## src/rtl/ps_cfg_pkg.sv

```systemverilog
package ps_cfg_pkg;
  localparam int BYTE_W = 8;

  typedef enum logic [3:0] {
    ST_IDLE, ST_RESET, ST_WAIT, ST_SETTLE, ST_STREAM,
    ST_CHECK, ST_TRAIL, ST_DONE, ST_ERR
  } seq_state_t;

  typedef enum logic [2:0] {
    E_NONE      = 3'd0,
    E_INVALID   = 3'd1,
    E_NO_RESET  = 3'd2,
    E_NOT_READY = 3'd3,
    E_CFG       = 3'd4,
    E_DONE_LOW  = 3'd5
  } err_code_t;
endpackage

```

## src/rtl/ps_cfg_sync.sv

```systemverilog
module ps_cfg_sync #(
  parameter int W = 2,
  parameter logic [W-1:0] RST_VAL = '0
) (
  input  logic         clk,
  input  logic         rst,
  input  logic [W-1:0] d_i,
  output logic [W-1:0] q_o
);
  logic [W-1:0] meta_q;

  always_ff @(posedge clk) begin
    if (rst) begin
      meta_q <= RST_VAL;
      q_o    <= RST_VAL;
    end else begin
      meta_q <= d_i;
      q_o    <= meta_q;
    end
  end
endmodule

```

## src/rtl/ps_cfg_ustick.sv

```systemverilog
module ps_cfg_ustick #(
  parameter int CLK_PER_US = 200
) (
  input  logic clk,
  input  logic rst,
  input  logic clr_i,
  output logic tick_o
);
  localparam int CW = (CLK_PER_US > 1) ? $clog2(CLK_PER_US) : 1;
  localparam logic [CW-1:0] LIM = CW'(CLK_PER_US - 1);

  logic [CW-1:0] cnt_q;

  assign tick_o = (cnt_q == LIM);

  always_ff @(posedge clk) begin
    if (rst || clr_i) cnt_q <= '0;
    else if (tick_o)  cnt_q <= '0;
    else              cnt_q <= cnt_q + 1'b1;
  end
endmodule

```

## src/rtl/ps_cfg_shift.sv

```systemverilog
module ps_cfg_shift
  import ps_cfg_pkg::*;
#(
  parameter int DIV = 2
) (
  input  logic              clk,
  input  logic              rst,
  input  logic              load_i,
  input  logic [BYTE_W-1:0] byte_i,
  output logic              idle_o,
  output logic              dclk_o,
  output logic              data_o
);
  localparam int DW = (DIV > 1) ? $clog2(DIV) : 1;
  localparam int BW = $clog2(BYTE_W);
  localparam logic [DW-1:0] DLIM = DW'(DIV - 1);
  localparam logic [BW-1:0] BLAST = BW'(BYTE_W - 1);

  logic              busy_r;
  logic [BYTE_W-1:0] sr_r;
  logic [BW-1:0]     bit_r;
  logic [DW-1:0]     div_r;
  logic              dclk_r;
  logic              dout_r;

  assign idle_o = !busy_r;
  assign dclk_o = dclk_r;
  assign data_o = dout_r;

  always_ff @(posedge clk) begin
    if (rst) begin
      busy_r <= 1'b0;
      sr_r   <= '0;
      bit_r  <= '0;
      div_r  <= '0;
      dclk_r <= 1'b0;
      dout_r <= 1'b0;
    end else if (!busy_r) begin
      dclk_r <= 1'b0;
      if (load_i) begin
        busy_r <= 1'b1;
        sr_r   <= byte_i;
        dout_r <= byte_i[0];
        bit_r  <= '0;
        div_r  <= '0;
      end
    end else if (div_r == DLIM) begin
      div_r <= '0;
      if (!dclk_r) begin
        dclk_r <= 1'b1;
      end else begin
        dclk_r <= 1'b0;
        if (bit_r == BLAST) begin
          busy_r <= 1'b0;
          dout_r <= 1'b0;
        end else begin
          bit_r  <= bit_r + 1'b1;
          sr_r   <= sr_r >> 1;
          dout_r <= sr_r[1];
        end
      end
    end else begin
      div_r <= div_r + 1'b1;
    end
  end

  p_data_stable_high_r7: assert property (@(posedge clk) disable iff (rst)
    (dclk_r && $past(dclk_r)) |-> $stable(dout_r));

  p_clk_only_busy_r7: assert property (@(posedge clk) disable iff (rst)
    dclk_r |-> busy_r);
endmodule

```

## src/rtl/ps_cfg_seq.sv

```systemverilog
module ps_cfg_seq
  import ps_cfg_pkg::*;
#(
  parameter int CLK_PER_US  = 200,
  parameter int FAMILY      = 0,
  parameter int DIV         = 2,
  parameter int T_CFG_US    = 2,
  parameter int STAT_MIN_US = 268
) (
  input  logic              clk,
  input  logic              rst,
  input  logic              start_i,
  input  logic              partial_i,
  input  logic              msb_first_i,
  input  logic              done_en_i,
  input  logic              s_valid_i,
  input  logic [BYTE_W-1:0] s_data_i,
  input  logic              s_last_i,
  output logic              s_ready_o,
  output logic              cfg_n_o,
  input  logic              stat_n_i,
  input  logic              done_i,
  output logic              dclk_o,
  output logic              data_o,
  output logic              busy_o,
  output logic              ok_o,
  output logic [2:0]        err_o
);
  localparam int STAT_MAX_US = (FAMILY == 1) ? 3000 : 1506;
  localparam int ST2CK_US    = (FAMILY == 1) ? 10 : 2;
  localparam int WAITS       = (STAT_MAX_US + STAT_MIN_US - 1) / STAT_MIN_US;
  localparam int US_W        = $clog2(STAT_MAX_US + 2);
  localparam int PW          = $clog2(WAITS + 1);

  seq_state_t state, nx;
  err_code_t  err_r, err_nx;
  logic       busy_r, ok_r, cfg_n_r;
  logic [US_W-1:0] us_cnt;
  logic [PW-1:0]   poll_cnt;
  logic       last_seen, trail_sent;
  logic       us_tick, tmr_clr, poll_now;
  logic       sh_load, sh_idle;
  logic [BYTE_W-1:0] sh_byte, rev_byte, in_byte;
  logic       stat_n_s, done_s;
  logic       fire;

  // input synchroniser: bit0 status (idle high), bit1 done (idle low)
  ps_cfg_sync #(.W(2), .RST_VAL(2'b01)) i_sync (
    .clk (clk),
    .rst (rst),
    .d_i ({done_i, stat_n_i}),
    .q_o ({done_s, stat_n_s})
  );

  ps_cfg_ustick #(.CLK_PER_US(CLK_PER_US)) i_tick (
    .clk    (clk),
    .rst    (rst),
    .clr_i  (tmr_clr),
    .tick_o (us_tick)
  );

  ps_cfg_shift #(.DIV(DIV)) i_shift (
    .clk    (clk),
    .rst    (rst),
    .load_i (sh_load),
    .byte_i (sh_byte),
    .idle_o (sh_idle),
    .dclk_o (dclk_o),
    .data_o (data_o)
  );

  for (genvar b = 0; b < BYTE_W; b++) begin : g_rev
    assign rev_byte[b] = s_data_i[BYTE_W-1-b];
  end

  assign in_byte   = msb_first_i ? rev_byte : s_data_i;
  assign s_ready_o = (state == ST_STREAM) && sh_idle && !last_seen;
  assign fire      = s_valid_i && s_ready_o;

  always_comb begin
    nx       = state;
    err_nx   = err_r;
    poll_now = 1'b0;
    sh_load  = 1'b0;
    sh_byte  = '0;
    case (state)
      ST_IDLE, ST_DONE, ST_ERR: begin
        if (start_i) begin
          if (partial_i) begin
            nx     = ST_ERR;
            err_nx = E_INVALID;
          end else begin
            nx     = ST_RESET;
            err_nx = E_NONE;
          end
        end
      end
      ST_RESET: begin
        if (us_cnt == US_W'(T_CFG_US)) begin
          if (!stat_n_s) nx = ST_WAIT;
          else begin
            nx     = ST_ERR;
            err_nx = E_NO_RESET;
          end
        end
      end
      ST_WAIT: begin
        if (us_cnt == US_W'(STAT_MIN_US)) begin
          poll_now = 1'b1;
          if (stat_n_s) nx = ST_SETTLE;
          else if (poll_cnt == PW'(WAITS - 1)) begin
            nx     = ST_ERR;
            err_nx = E_NOT_READY;
          end
        end
      end
      ST_SETTLE: begin
        if (us_cnt == US_W'(ST2CK_US)) nx = ST_STREAM;
      end
      ST_STREAM: begin
        if (fire) begin
          sh_load = 1'b1;
          sh_byte = in_byte;
        end else if (last_seen && sh_idle) begin
          nx = ST_CHECK;
        end
      end
      ST_CHECK: begin
        if (!stat_n_s) begin
          nx     = ST_ERR;
          err_nx = E_CFG;
        end else if (done_en_i && !done_s) begin
          nx     = ST_ERR;
          err_nx = E_DONE_LOW;
        end else begin
          nx = ST_TRAIL;
        end
      end
      ST_TRAIL: begin
        if (!trail_sent) sh_load = sh_idle;
        else if (sh_idle) nx = ST_DONE;
      end
      default: nx = ST_IDLE;
    endcase
  end

  assign tmr_clr = (nx != state) || poll_now;

  always_ff @(posedge clk) begin
    if (rst) begin
      state   <= ST_IDLE;
      err_r   <= E_NONE;
      busy_r  <= 1'b0;
      ok_r    <= 1'b0;
      cfg_n_r <= 1'b1;
    end else begin
      state   <= nx;
      err_r   <= err_nx;
      busy_r  <= !(nx inside {ST_IDLE, ST_DONE, ST_ERR});
      ok_r    <= (nx == ST_DONE);
      cfg_n_r <= (nx != ST_RESET);
    end
  end

  always_ff @(posedge clk) begin
    if (rst || tmr_clr)                       us_cnt <= '0;
    else if (us_tick && us_cnt != {US_W{1'b1}}) us_cnt <= us_cnt + 1'b1;
  end

  always_ff @(posedge clk) begin
    if (rst || state != ST_WAIT) poll_cnt <= '0;
    else if (poll_now)           poll_cnt <= poll_cnt + 1'b1;
  end

  always_ff @(posedge clk) begin
    if (rst || state != ST_STREAM)  last_seen <= 1'b0;
    else if (fire && s_last_i)      last_seen <= 1'b1;
  end

  always_ff @(posedge clk) begin
    if (rst || state != ST_TRAIL) trail_sent <= 1'b0;
    else if (sh_load)             trail_sent <= 1'b1;
  end

  assign cfg_n_o = cfg_n_r;
  assign busy_o  = busy_r;
  assign ok_o    = ok_r;
  assign err_o   = err_r;

  // length of the current low phase of the request line
  logic [15:0] low_len;
  always_ff @(posedge clk) begin
    if (rst || cfg_n_o)         low_len <= '0;
    else if (low_len != 16'hFFFF) low_len <= low_len + 1'b1;
  end

  p_reset_pulse_min_r3: assert property (@(posedge clk) disable iff (rst)
    $rose(cfg_n_o) |-> (low_len >= 16'(T_CFG_US * CLK_PER_US)));

  p_partial_no_pins_r2: assert property (@(posedge clk) disable iff (rst)
    (start_i && partial_i && !busy_o) |=> (cfg_n_o && err_o == E_INVALID && !busy_o));

  p_ready_in_session_r9: assert property (@(posedge clk) disable iff (rst)
    s_ready_o |-> (busy_o && cfg_n_o));

  p_ok_clean_r12: assert property (@(posedge clk) disable iff (rst)
    ok_o |-> (err_o == E_NONE && !busy_o && cfg_n_o));

  p_err_hold_r13: assert property (@(posedge clk) disable iff (rst)
    (!busy_o && !start_i) |=> ($stable(err_o) && $stable(ok_o)));
endmodule

```

## config.mk

```make
export PLATFORM = sky130hd
export DESIGN_NAME = ps_cfg_seq
export DESIGN_NICKNAME = d
export VERILOG_FILES = /design/src/rtl/ps_cfg_pkg.sv /design/src/rtl/ps_cfg_sync.sv /design/src/rtl/ps_cfg_ustick.sv /design/src/rtl/ps_cfg_shift.sv /design/src/rtl/ps_cfg_seq.sv
export SDC_FILE = /design/constraint.sdc
export NUM_CORES = 1
export LEC_CHECK = 0
export BUFFER_PORTS_ARGS = -buffer_cell sky130_fd_sc_hd__buf_2
export CORE_MARGIN = 2
export CORE_UTILIZATION = 58
export DETAILED_ROUTE_END_ITERATION = 6
export GPL_TIMING_DRIVEN = 0
export PLACE_DENSITY = 0.81
export SYNTH_ARGS = -nofsm -noshare
export SYNTH_HDL_FRONTEND = slang
export SYNTH_SLANG_ARGS = --single-unit
```

## constraint.sdc

```tcl
create_clock -name clk -period 3.3 [get_ports clk]
set_clock_uncertainty 0.2 [all_clocks]
set_input_delay 0.165 -clock clk [delete_from_list [all_inputs] [get_ports clk]]
set_output_delay 0.165 -clock clk [all_outputs]
set_load 0.005 [all_outputs]
```

Yosys cells after proc, flatten, opt, wreduce, memory -nomap -nowiden
Index checks and enable logic that the tools add are counted.
{"block": "word_totals", "in_bits": 18, "out_inout_bits": 9, "ramBits": 0, "memories": 0, "latchBits": 0, "wordCells": 139, "mem_bits_ro": 0, "ff_bits": 53}
{"block": "op_classes", "reduce_logical": 27, "n_mux": 57, "bitwise": 1, "eq_ne": 31, "add_sub_neg": 5, "multipliers": 0, "n_div": 0, "order_cmp": 0, "n_shift": 0}
{"cell": "$mux 8", "n": 8}
{"cell": "$mux 4", "n": 14}
{"cell": "$mux 3", "n": 13}
{"cell": "$pmux 4 s7", "n": 1}
{"cell": "$eq 4x3->1 const B", "n": 5}
{"cell": "$mux 1", "n": 19}
{"cell": "$ne 2x2->1 const B", "n": 8}
{"cell": "$pmux 3 s4", "n": 1}
{"cell": "$add 11x1->11 const B", "n": 1}
{"cell": "$eq 11x2->1 const B", "n": 1}
{"cell": "$eq 11x9->1 const B", "n": 1}
{"cell": "$ne 11x11->1 const B", "n": 1}
{"cell": "$add 8x1->8 const B", "n": 1}
{"cell": "$eq 4x2->1 const B", "n": 2}
{"cell": "$eq 4x4->1 const B", "n": 2}
{"cell": "$eq 8x8->1 const B", "n": 1}
{"cell": "$logic_not 4->1", "n": 2}
{"cell": "$ne 4x3->1 const B", "n": 2}
{"cell": "$reduce_and 8->1", "n": 1}
{"cell": "$logic_and 1x1->1", "n": 7}
{"cell": "$add 3x1->3 const B", "n": 2}
{"cell": "$eq 3x3->1 const B", "n": 2}
{"cell": "$logic_or 1x1->1", "n": 5}
{"cell": "$eq 4x1->1 const B", "n": 1}
{"cell": "other kinds (16)", "n": 20}

Logic depth before layout (Yosys ltp)
Gate-level depths: netlist of the first run.
{"block": "depth", "depth_word": 10, "mapped_depth": 10}

Modules after synthesis
Synthesis of the first run repeated with hierarchy kept, for this count alone.
{"block": "unflattened", "hier_cells": 325, "area_unflattened_um2": 2950.3}
{"mod": "ps_cfg_seq", "seq_area_each_um2": 520.5, "area_per_inst_um2": 1856.8, "instances": 1, "cells_per_inst": 211}
{"mod": "ps_cfg_shift", "seq_area_each_um2": 280.3, "area_per_inst_um2": 638.1, "instances": 1, "cells_per_inst": 67}
{"mod": "ps_cfg_ustick", "seq_area_each_um2": 160.2, "area_per_inst_um2": 350.3, "instances": 1, "cells_per_inst": 39}
{"mod": "ps_cfg_sync", "seq_area_each_um2": 80.1, "area_per_inst_um2": 105.1, "instances": 1, "cells_per_inst": 8}

Worst setup path before layout of the first run
OpenSTA, ideal clock, no wires.
{"block": "synth_path", "path_kind": "register to register", "start": "register us_cnt[0]", "end": "register us_cnt[10]", "stages_incl_launch_ff": 10, "setup_slack_ns": 0.814, "t_arrival_ns": 2.171, "synth_period_minus_slack_ns": 2.486, "path_buffers": 2, "path_cell_list": "dfxtp_1 inv_1 ha_1 or4b_1 or3_4 a311oi_2 a221o_1 buf_6 buf_12 nor2_1"}
{"block": "synth_between", "elab_chain_cells": 6}
{"element": "start: declaration", "line_no": "ps_cfg_seq.sv:38", "source": "logic [US_W-1:0] us_cnt;"}
{"element": "start signal: assignment", "line_no": "ps_cfg_seq.sv:167", "source": "else if (us_tick && us_cnt != {US_W{1'b1}}) us_cnt <= us_cnt + 1'b1;"}
{"element": "$eq 11x2->1 / $eq 11x9->1 (equally long branches)", "line_no": "ps_cfg_seq.sv:99, ps_cfg_seq.sv:118, ps_cfg_seq.sv:108"}
{"element": "$mux 4 (on tied branches)", "line_no": "ps_cfg_seq.sv:118, ps_cfg_seq.sv:99, ps_cfg_seq.sv:108"}
{"element": "$pmux 4 s7", "line_no": "ps_cfg_seq.sv:86", "source": "case (state)"}
{"element": "$ne 4x4->1", "line_no": "ps_cfg_seq.sv:147", "source": "assign tmr_clr = (nx != state) || poll_now;"}
{"element": "$logic_or 1x1->1", "line_no": "ps_cfg_seq.sv:147"}
{"element": "$logic_or 1x1->1", "line_no": "ps_cfg_seq.sv:166", "source": "if (rst || tmr_clr) us_cnt <= '0;"}
Several ways; a longest one is shown, not always the timed one.
A chain may end at the register's enable or synchronous reset.

Worst setup path after layout of the first run
Ends and elaborated chain as after synthesis.

==> flow_summary.json, run 1 <==
{
  "grt_overflow": 0,
  "nets": 361,
  "ys_types": 55,
  "cp_num_buf_inv": 3,
  "r2r_end": "us_cnt[10]$_SDFFE_PP0P_",
  "syn_area_um2": 2630,
  "grt_max_degree": 18,
  "rr_worst_depth": 9,
  "syn_to_final_growth_pct": 12.6,
  "track_usage_pct": 23.2,
  "diodes": 0,
  "syn_inst": 298,
  "finalHoldViolCount": 0,
  "netlist_top_cells_area": "dfxtp_1, nor2_1, mux2i_1",
  "gp_congestion": 0.927,
  "crit_chain": "inv_1 > ha_1 > or4b_1 > or3_4 > a311oi_2 > a221o_1 > buf_6 > buf_12 > nor2_1",
  "path_delay_family": "simple AND/OR/NAND/NOR gates",
  "first_iter_violations": 271,
  "firstDrtPassIters": 6,
  "wl_per_cell_um": 14.2,
  "yosysWarnings": 0,
  "layout_common_cells": "dfxtp_1, nor2_1, buf_2",
  "setup_viol": 0,
  "hold_path_end": "i_shift.sr_r[7]$_SDFFE_PP0P_",
  "worstHoldPathType": "primary input to register",
  "cts_tree": "built",
  "multiInputGateArea_um2": 1480,
  "vias": 2287,
  "routed_via_density": 5.89,
  "synthFlopType": "dfxtp_1",
  "cts_resized": 0,
  "grt_pass1_vias": 2176,
  "crit_fanout": 10,
  "ant_nets": 0,
  "finish.utilization_pct": 68.0,
  "ys_ff_latch": 52,
  "cts_root_buf": "clkbuf_8",
  "start_util_pct": 60.3,
  "status": "complete, no violations",
  "cts_setup_buffers": 0,
  "relSlewSlack_pct": 52.1,
  "syn_avg_cell_area_um2": 8.82,
  "crit_path_end_kind": "register",
  "grt_pass1_wl_um": 9560,
  "synth_edf_count": 0,
  "path_clk_slew_ns": 0.10,
  "rrSetupSlack_ns": 0.54,
  "dp_hpwl_um": 4000,
  "cts.htree.levels": 2,
  "clk_latency_ns": 0.31,
  "worst_slew_pin_slew_ns": 0.713,
  "boundaryPins": 27,
  "cts_buffer_depth": 2,
  "slowest_stage": "or4b_1",
  "drv_slew": 0,
  "chipWidth_um": 71.3,
  "maxCapViolations": 0,
  "rr_startpoint": "us_cnt[0]$_SDFFE_PP0P_",
  "critPathArrivalTime_ns": 2.77,
  "ys_async_sr_fraction_pct": 0,
  "min_period_over_period_pct": 83.6,
  "synth_top_area_cell": "dfxtp_1",
  "rsz0062_at_grt": "false",
  "total_power_uw": 1110,
  "hp-start": "s_data_i[7]",
  "antenna_found_initial": 0,
  "min_path_cells": 5,
  "synth_fp_nets": 324,
  "seq_area_frac_synth_pct": 39.6,
  "fmax_mhz": 363,
  "totalWireLength_um": 5510,
  "clkSinkCount": 52,
  "power_density_nw_per_um2": 374,
  "drcViolationCount": 0,
  "post-route-min-period_ns": 2.76,
  "rows": 24,
  "startpoint_type": "register",
  "fp.coreArea_um2": 4350,
  "p_leak_uw": 0.00113,
  "layout-drive-gt1-share_pct": 14.3,
  "regArea_um2": 1040,
  "numCtsBuffers": 5,
  "die_area_um2": 5080,
  "die_h_um": 71.3,
  "final_common_cell": "dfxtp_1",
  "ir_drop_mv": 0.286,
  "max_stage_delay_ns": 0.50,
  "critPathRequiredTime_ns": 3.31,
  "setup_tns_ns": 0,
  "nFillCells": 370,
  "port_buffers": 25,
  "critPathKind": "register to register",
  "synth_top_area_share_pct": 39.6
}
==> worst max-delay path by stage <==
stage,from,end,slack [ns],depth (start not counted)
after floorplan,us_cnt[0]$_SDFFE_PP0P_,us_cnt[10]$_SDFFE_PP0P_,0.81,9
after global placement,us_cnt[1]$_SDFFE_PP0P_,us_cnt[6]$_SDFFE_PP0P_,0.59,8
after detailed placement,us_cnt[1]$_SDFFE_PP0P_,us_cnt[10]$_SDFFE_PP0P_,0.59,8
after CTS,us_cnt[0]$_SDFFE_PP0P_,i_tick.cnt_q[2]$_SDFF_PP0_,0.56,9
after global routing,state[1]$_SDFF_PP0_,i_shift.bit_r[1]$_SDFFE_PP0P_,0.34,7
final,us_cnt[0]$_SDFFE_PP0P_,us_cnt[10]$_SDFFE_PP0P_,0.54,9
==> routing by layer <==
layer | vias to the layer above | routed length (µm) | GRT usage, %
met5 | - | 0 | 0
met4 | 0 | 96 | 7.76
met3 | 12 | 228 | 4.08
met2 | 71 | 2700 | 40.5
met1 | 1049 | 2490 | 28.9
li1 | 1155 | - | -
==> logic make-up after synthesis <==
family	share of synthesized area, %
flops	39.6
buf+inv	4.10
mux	4.95
simple gates	27.8
xor+xnor	6.00
fa+ha+maj	3.81
compound gates	13.8
==> registers in the layout, indices dropped and copies added, names as in the netlist <==
name	flops
poll_cnt	3
i_shift.sr_r	7
i_shift.bit_r	3
state	4
busy_o	1
err_o	3
i_shift.div_r	1
ok_o	1
last_seen	1
i_shift.busy_r	1
cfg_n_o	1
i_sync.q_o	2
i_shift.data_o	1
i_tick.cnt_q	8
us_cnt	11
trail_sent	1
i_sync.meta_q	2
i_shift.dclk_o	1
==> report_power, final <==
part | switching (µW) | internal (µW) | total, µW
Clock | 216 | 152 | 369
Sequential | 6.02 | 637 | 643
Combinational | 51.7 | 44.2 | 95.9
==> what timing repair did <==
| item | 4_1_cts | 5_1_grt |
|---|---|---|
| endpoints found under the setup margin | 0 | 0 |
| endpoints found under the hold margin | 5 | 0 |
| hold buffers | 5 | 0 |
==> cell type report <==
class | instances | share of cell area (%)
Multi-Input combinational cell | 224 | 50.0
Sequential cell | 52 | 35.2
Timing Repair Buffer | 30 | 5.92
Buffer | 14 | 2.62
Clock buffer | 5 | 2.33
Tap cell | 52 | 2.20
Inverter | 8 | 1.01
Clock inverter | 3 | 0.761
==> synth_stat cells, drive strengths merged (3+ instances only) <==
master   instances
a2111oi          3
a211oi           6
a21oi           12
a31oi            7
and3             5
and4             3
buf              4
clkbuf          10
dfxtp           52
ha               8
inv              8
mux2i           13
nand2           15
nand2b           5
nand3            9
nand3b           3
nand4            7
nor2            37
nor2b            7
nor3            21
o21ai            5
or2              3
or3              3
or4b             3
xnor2            7
xor2            11
==> metrics by stage <==
step                hold WS (ns)  setup WS [ns]  instance area [µm²]  std cells
floorplan                 0.0537          0.814                 2630        298
global placement           0.151          0.593                 2820        375
detailed placement         0.158          0.587                 2820        375
CTS                       0.0521          0.562                 2960        388
global route               0.119          0.340                 2960        388
finish                    0.0528          0.542                 2960        388
==> worst register-to-register path, cell delays in order (launching register included) <==
cell and delay (ns):
dfxtp_1 0.38, inv_1 0.10, ha_1 0.14, or4b_1 0.50
or3_4 0.38, a311oi_2 0.39, a221o_1 0.25, buf_6 0.16
buf_12 0.13, nor2_1 0.05
Note: power is estimated with default switching activity, not from simulation.
==> inputs of run 2 (changes only) <==
--- a/config.mk
+++ b/config.mk
@@ -7,10 +7,10 @@
 export LEC_CHECK = 0
 export BUFFER_PORTS_ARGS = -buffer_cell sky130_fd_sc_hd__buf_2
 export CORE_MARGIN = 2
-export CORE_UTILIZATION = 58
+export CORE_UTILIZATION = 53
 export DETAILED_ROUTE_END_ITERATION = 6
 export GPL_TIMING_DRIVEN = 0
-export PLACE_DENSITY = 0.81
+export PLACE_DENSITY = 0.78
 export SYNTH_ARGS = -nofsm -noshare
 export SYNTH_HDL_FRONTEND = slang
 export SYNTH_SLANG_ARGS = --single-unit
==> constraint.sdc (replaced) <==
create_clock -name clk -period 2.43 [get_ports clk]
set_clock_uncertainty 0.2 [all_clocks]
set_input_delay 0.1215 -clock clk [delete_from_list [all_inputs] [get_ports clk]]
set_output_delay 0.1215 -clock clk [all_outputs]
set_load 0.005 [all_outputs]
==> run 2 against run 1 <==
The flow now finishes with violations (negative setup slack). Largest cell class unchanged. Hold slack got worse by 0.027 ns. Global-route usage rose by 0.89 points. Fmax rose by 5.5%. Wire length rose by 17%.
==> flow_summary.json, run 2 (synthesis gave the netlist of run 1 again) <==
{
  "crit_path_end_kind": "register",
  "totalWireLength_um": 6430,
  "post-route-min-period_ns": 2.61,
  "ant_nets": 0,
  "final_area_um2": 3310,
  "placed_area_um2": 2840,
  "gp_congestion": 0.882,
  "die_area_um2": 5540,
  "routed.top_layer": "met4",
  "final_common_cell": "dfxtp_1",
  "setup_viol": 24,
  "boundaryPins": 27,
  "fin_ws_ns": -0.184,
  "critPathKind": "register to register",
  "startpoint_type": "register",
  "path_clk_slew_ns": 0.10,
  "maxCapViolations": 0,
  "grt_pass1_vias": 2270,
  "drcViolationCount": 0,
  "cts_root_buf": "clkbuf_8",
  "finish.utilization_pct": 69.6,
  "rows": 25,
  "wl_met3_um": 246,
  "dp_slack_ns": -0.284,
  "finalHoldViolCount": 0,
  "critPathArrivalTime_ns": 2.61,
  "vias": 2397,
  "routed_via_density": 5.76,
  "cts.htree.levels": 2,
  "grt_overflow": 0,
  "top_register": "us_cnt",
  "wl_per_cell_um": 15.5,
  "fp.coreArea_um2": 4750,
  "fmax_mhz": 383,
  "cts_tree": "built",
  "p_leak_uw": 0.00124,
  "numCtsBuffers": 5,
  "port_buffers": 25,
  "ir_drop_mv": 0.292,
  "layout-drive-gt1-share_pct": 27.2,
  "crit_fanout": 10,
  "track_usage_pct": 24.1,
  "failed_checks": "negative setup slack",
  "first_iter_violations": 201,
  "antenna_found_initial": 0,
  "grt_max_degree": 17,
  "min_period_over_period_pct": 108,
  "worst_slew_pin_slew_ns": 0.582,
  "die_h_um": 74.4,
  "power_density_nw_per_um2": 471,
  "critPathRequiredTime_ns": 2.43,
  "reg.largest.list": "us_cnt x11, i_tick.cnt_q x8, i_shift.sr_r x7",
  "setup_tns_ns": -2.90,
  "drv_slew": 0,
  "status": "complete, but fails checks",
  "rsz0062_at_grt": "true",
  "dp.cells": 390,
  "clkSinkCount": 52,
  "clk_latency_ns": 0.31,
  "m1WireLength_um": 2850,
  "largest_register_ffs": 11,
  "diodes": 0,
  "syn_to_final_growth_pct": 26.0,
  "grt_pass1_wl_um": 10400,
  "cts_buffer_depth": 2,
  "firstDrtPassIters": 4,
  "start_util_pct": 55.3,
  "dp_hpwl_um": 3860,
  "worstHoldPathType": "primary input to register",
  "layout_common_cells": "dfxtp_1, nor2_1, buf_2",
  "fin_cells": 416,
  "chipWidth_um": 74.4,
  "relSlewSlack_pct": 60.8,
  "wl_met2_um": 3200,
  "nets": 374
}
==> run 2: cell types whose count changed in the layout (fill, tap and decap cells not counted), moves of 4 or more <==
cell,delta
nor3_1,-7
nor2_1,-6
nor2_2,+4
dfxtp_1,-4
nor3_2,+5
clkbuf_1,-5
buf_4,+11
==> run 2: layout make-up <==
type	count	area [µm²]
Clock buffer	6	82.6
Inverter	8	32.5
Timing Repair Buffer	45	300
Clock inverter	2	15.0
Buffer	12	73.8
Tap cell	67	83.8
Sequential cell	52	1050
Multi-Input combinational cell	224	1670
Fill cell	394	1450
==> run 2: timing repair <==
| item | CTS | global route |
|---|---|---|
| hold buffers | 7 | 0 |
| gates resized for setup | 24 | 31 |
| cloned | 1 | 0 |
| pin swaps | 8 | 8 |
| endpoints found under the setup margin | 33 | 39 |
| buffers inserted | 8 | 5 |
| hold endpoints to repair | 6 | 0 |
==> run 2: metal layers <==
| metal | GRT usage [%] | vias up |
|---|---|---|
| met5 | 0 | - |
| met1 | 29.9 | 1131 |
| met2 | 41.2 | 70 |
| met3 | 4.88 | 16 |
| met4 | 9.33 | 0 |
| li1 | - | 1180 |
==> run 2: final timing paths <==
kind | start | to | slack, ns | cells after the start
setup / recovery | us_cnt[0]$_SDFFE_PP0P_ | us_cnt[5]$_SDFFE_PP0P_ | -0.18 | 9
hold / removal | s_data_i[4] | i_shift.sr_r[4]$_SDFFE_PP0P_ | 0.03 | 5
setup reg to reg | us_cnt[0]$_SDFFE_PP0P_ | us_cnt[5]$_SDFFE_PP0P_ | -0.18 | 9
hold reg to reg | i_sync.meta_q[0]$_SDFF_PP1_ | i_sync.q_o[0]$_SDFF_PP1_ | 0.23 | 1
==> run 2: power by group <==
group	leakage, µW	switching, µW	total (µW)	internal (µW)
Sequential	0.000424	11.0	873	862
Combinational	0.000772	86.0	161	74.5
Clock	0.0000434	293	524	231
Total	0.00124	390	1560	1170
==> run 2: critical path: stages (launching register included) <==
cell and delay, ns:
dfxtp_4 0.36, inv_4 0.06, ha_4 0.12, or4b_4 0.50
or3_4 0.39, a311oi_4 0.27, a221o_1 0.27, buf_6 0.16
buf_12 0.15, nor2_1 0.05
==> run 2: through the flow <==
step / hold WS, ns / power (µW)
finish: 0.0253 / 1560
global route: 0.0640 / 1620
CTS: 0.0276 / 1550
detailed placement: 0.123 / 1020
global placement: 0.104 / 1020
floorplan: 0.0102 / 974
==> inputs of run 3 (changes only) <==
--- a/config.mk
+++ b/config.mk
@@ -5,12 +5,12 @@
 export SDC_FILE = /design/constraint.sdc
 export NUM_CORES = 1
 export LEC_CHECK = 0
-export BUFFER_PORTS_ARGS = -buffer_cell sky130_fd_sc_hd__buf_2
 export CORE_MARGIN = 2
-export CORE_UTILIZATION = 53
+export CORE_UTILIZATION = 57
 export DETAILED_ROUTE_END_ITERATION = 6
+export DONT_BUFFER_PORTS = 1
 export GPL_TIMING_DRIVEN = 0
-export PLACE_DENSITY = 0.78
+export PLACE_DENSITY = 0.77
 export SYNTH_ARGS = -nofsm -noshare
 export SYNTH_HDL_FRONTEND = slang
 export SYNTH_SLANG_ARGS = --single-unit
==> run 3 against run 2 <==
The flow still finishes with violations (negative setup slack). Largest power group unchanged. Die area shrank 6.6%. Fmax grew 1.6%. Highest routed layer unchanged. Critical endpoint is now us_cnt[7]$_SDFFE_PP0P_. Cell area shrank 2.0%. Core utilization grew 4.4 points. Hold slack lost 0.018 ns. Flip-flop and latch count is the same. Setup slack gained 0.041 ns. Global-route usage grew 0.25 points. Critical path type unchanged. Register-to-register slack gained 0.04 ns. Clock-buffer cell count grew 2. Non-clock buffer count shrank 22. Via count shrank 1.8%.
==> flow_summary.json, run 3 (synthesis gave the netlist of run 1 again) <==
{
  "status": "complete, but fails checks",
  "failed_checks": "negative setup slack",
  "syn_to_final_growth_pct": 23.4,
  "grt_max_degree": 15,
  "critPathKind": "register to register",
  "fin_ws_ns": -0.143,
  "rows": 24,
  "rr_worst_depth": 9,
  "cp-endpoint": "us_cnt[7]$_SDFFE_PP0P_",
  "crit_path_end_kind": "register",
  "grt_pass1_wl_um": 9930,
  "gp_congestion": 0.884,
  "firstDrtPassIters": 4,
  "vias": 2353,
  "maxCapViolations": 0,
  "totalWireLength_um": 6370,
  "cts_root_buf": "clkbuf_8",
  "first_iter_violations": 190,
  "setup_viol": 20,
  "drcViolationCount": 0,
  "post-route-min-period_ns": 2.57,
  "wl_per_cell_um": 16.8,
  "setup_tns_ns": -1.80,
  "diodes": 0,
  "cts.htree.levels": 2,
  "start_util_pct": 59.9,
  "worst_slew_pin_slew_ns": 0.583,
  "drv_slew": 0,
  "critPathLaunch": "us_cnt[0]$_SDFFE_PP0P_",
  "slowest_stage": "or4b_4",
  "critPathRequiredTime_ns": 2.43,
  "grt_overflow": 0,
  "multiInputGateArea_um2": 1700,
  "nets": 353,
  "clk_latency_ns": 0.31,
  "port_buffers": 0,
  "ir_drop_mv": 0.293,
  "top_register": "us_cnt",
  "nFillCells": 335,
  "max_stage_delay_ns": 0.49,
  "final_common_cell": "dfxtp_1",
  "p_leak_uw": 0.00116,
  "dp_hpwl_um": 3810,
  "crit_chain": "inv_4 > ha_4 > or4b_4 > or3_4 > a311oi_4 > a221o_1 > buf_6 > clkbuf_16 > nor2_1",
  "critPathArrivalTime_ns": 2.58,
  "numCtsBuffers": 5,
  "chipWidth_um": 71.9,
  "rrSetupSlack_ns": -0.14,
  "total_power_uw": 1540,
  "cp_num_buf_inv": 3,
  "rsz0062_at_grt": "true",
  "crit_fanout": 6,
  "layout_common_cells": "dfxtp_1, nor2_1, dlygate4sd3_1",
  "power_density_nw_per_um2": 473,
  "track_usage_pct": 24.4,
  "fp.coreArea_um2": 4380,
  "path_clk_slew_ns": 0.09,
  "cts_tree": "built",
  "die_h_um": 71.9,
  "routed_via_density": 6.19,
  "antenna_found_initial": 0,
  "finalHoldViolCount": 0,
  "layout-drive-gt1-share_pct": 19.8,
  "min_period_over_period_pct": 106,
  "largest_register_ffs": 11,
  "rr_startpoint": "us_cnt[0]$_SDFFE_PP0P_",
  "fmax_mhz": 389,
  "relSlewSlack_pct": 61.1,
  "die_area_um2": 5170,
  "path_delay_family": "simple AND/OR/NAND/NOR gates",
  "boundaryPins": 27,
  "ant_nets": 0,
  "clkSinkCount": 52,
  "startpoint_type": "register",
  "cp.depth": 9,
  "grt_pass1_vias": 2188,
  "regArea_um2": 1050,
  "worstHoldPathType": "primary input to register",
  "r2r_end": "us_cnt[7]$_SDFFE_PP0P_",
  "cts_buffer_depth": 2,
  "reg.largest.list": "us_cnt x11, i_tick.cnt_q x8, i_shift.sr_r x7"
}
-- run 3: report_power, final --
part	leakage, µW	switching [µW]	internal [µW]
registers	0.000424	10.1	862
logic	0.000689	79.8	80.3
clock network	0.0000455	270	233
total	0.00116	360	1180
-- run 3: worst min-delay path by stage --
stage	startpoint	cells after the start	to	slack, ns
after floorplan	rst	1	state[0]$_SDFF_PP0_	0.01
after global placement	rst	1	state[0]$_SDFF_PP0_	0.03
after detailed placement	rst	1	state[0]$_SDFF_PP0_	0.02
after CTS	rst	2	i_sync.meta_q[1]$_SDFF_PP0_	0.01
after global routing	rst	2	i_sync.q_o[1]$_SDFF_PP0_	0.05
final	rst	2	i_sync.q_o[1]$_SDFF_PP0_	0.007
-- run 3: per-stage QoR --
step	util, %	hold slack, ns	std cells	worst slack, ns	area [µm²]
after floorplan	-	0.0102	298	0.00744	2630
after global placement	61.4	0.0276	350	-0.222	2690
after detailed placement	61.4	0.0214	350	-0.229	2690
after CTS	69.6	0.00987	378	-0.0972	3050
after global routing	74.0	0.0532	380	-0.197	3240
final	74.0	0.00740	380	-0.143	3240
-- run 3: what timing repair did --
item                       4_1_cts  5_1_grt
hold buffers                    17        0
hold endpoints to repair        14        0
setup endpoints to repair       35       38
resized for setup               20       37
gates cloned                     1        2
pin swaps                        4       10
setup buffers                    3        1
-- run 3: layout make-up --
class,instances,share of cell area (%)
Inverter,8,1.00
Timing Repair Buffer,23,7.10
Clock buffer,8,2.78
Buffer,12,2.43
Sequential cell,52,32.4
Tap cell,52,2.01
Multi-Input combinational cell,225,52.3
-- run 3: metal layers --
layer  routed length [µm]  track usage [%]  up-vias
li1                     -                -     1143
met1                 2630             30.3     1118
met2                 3260             40.4       71
met3                  292             4.44       21
met4                  178             12.6        0
met5                    0                0        -
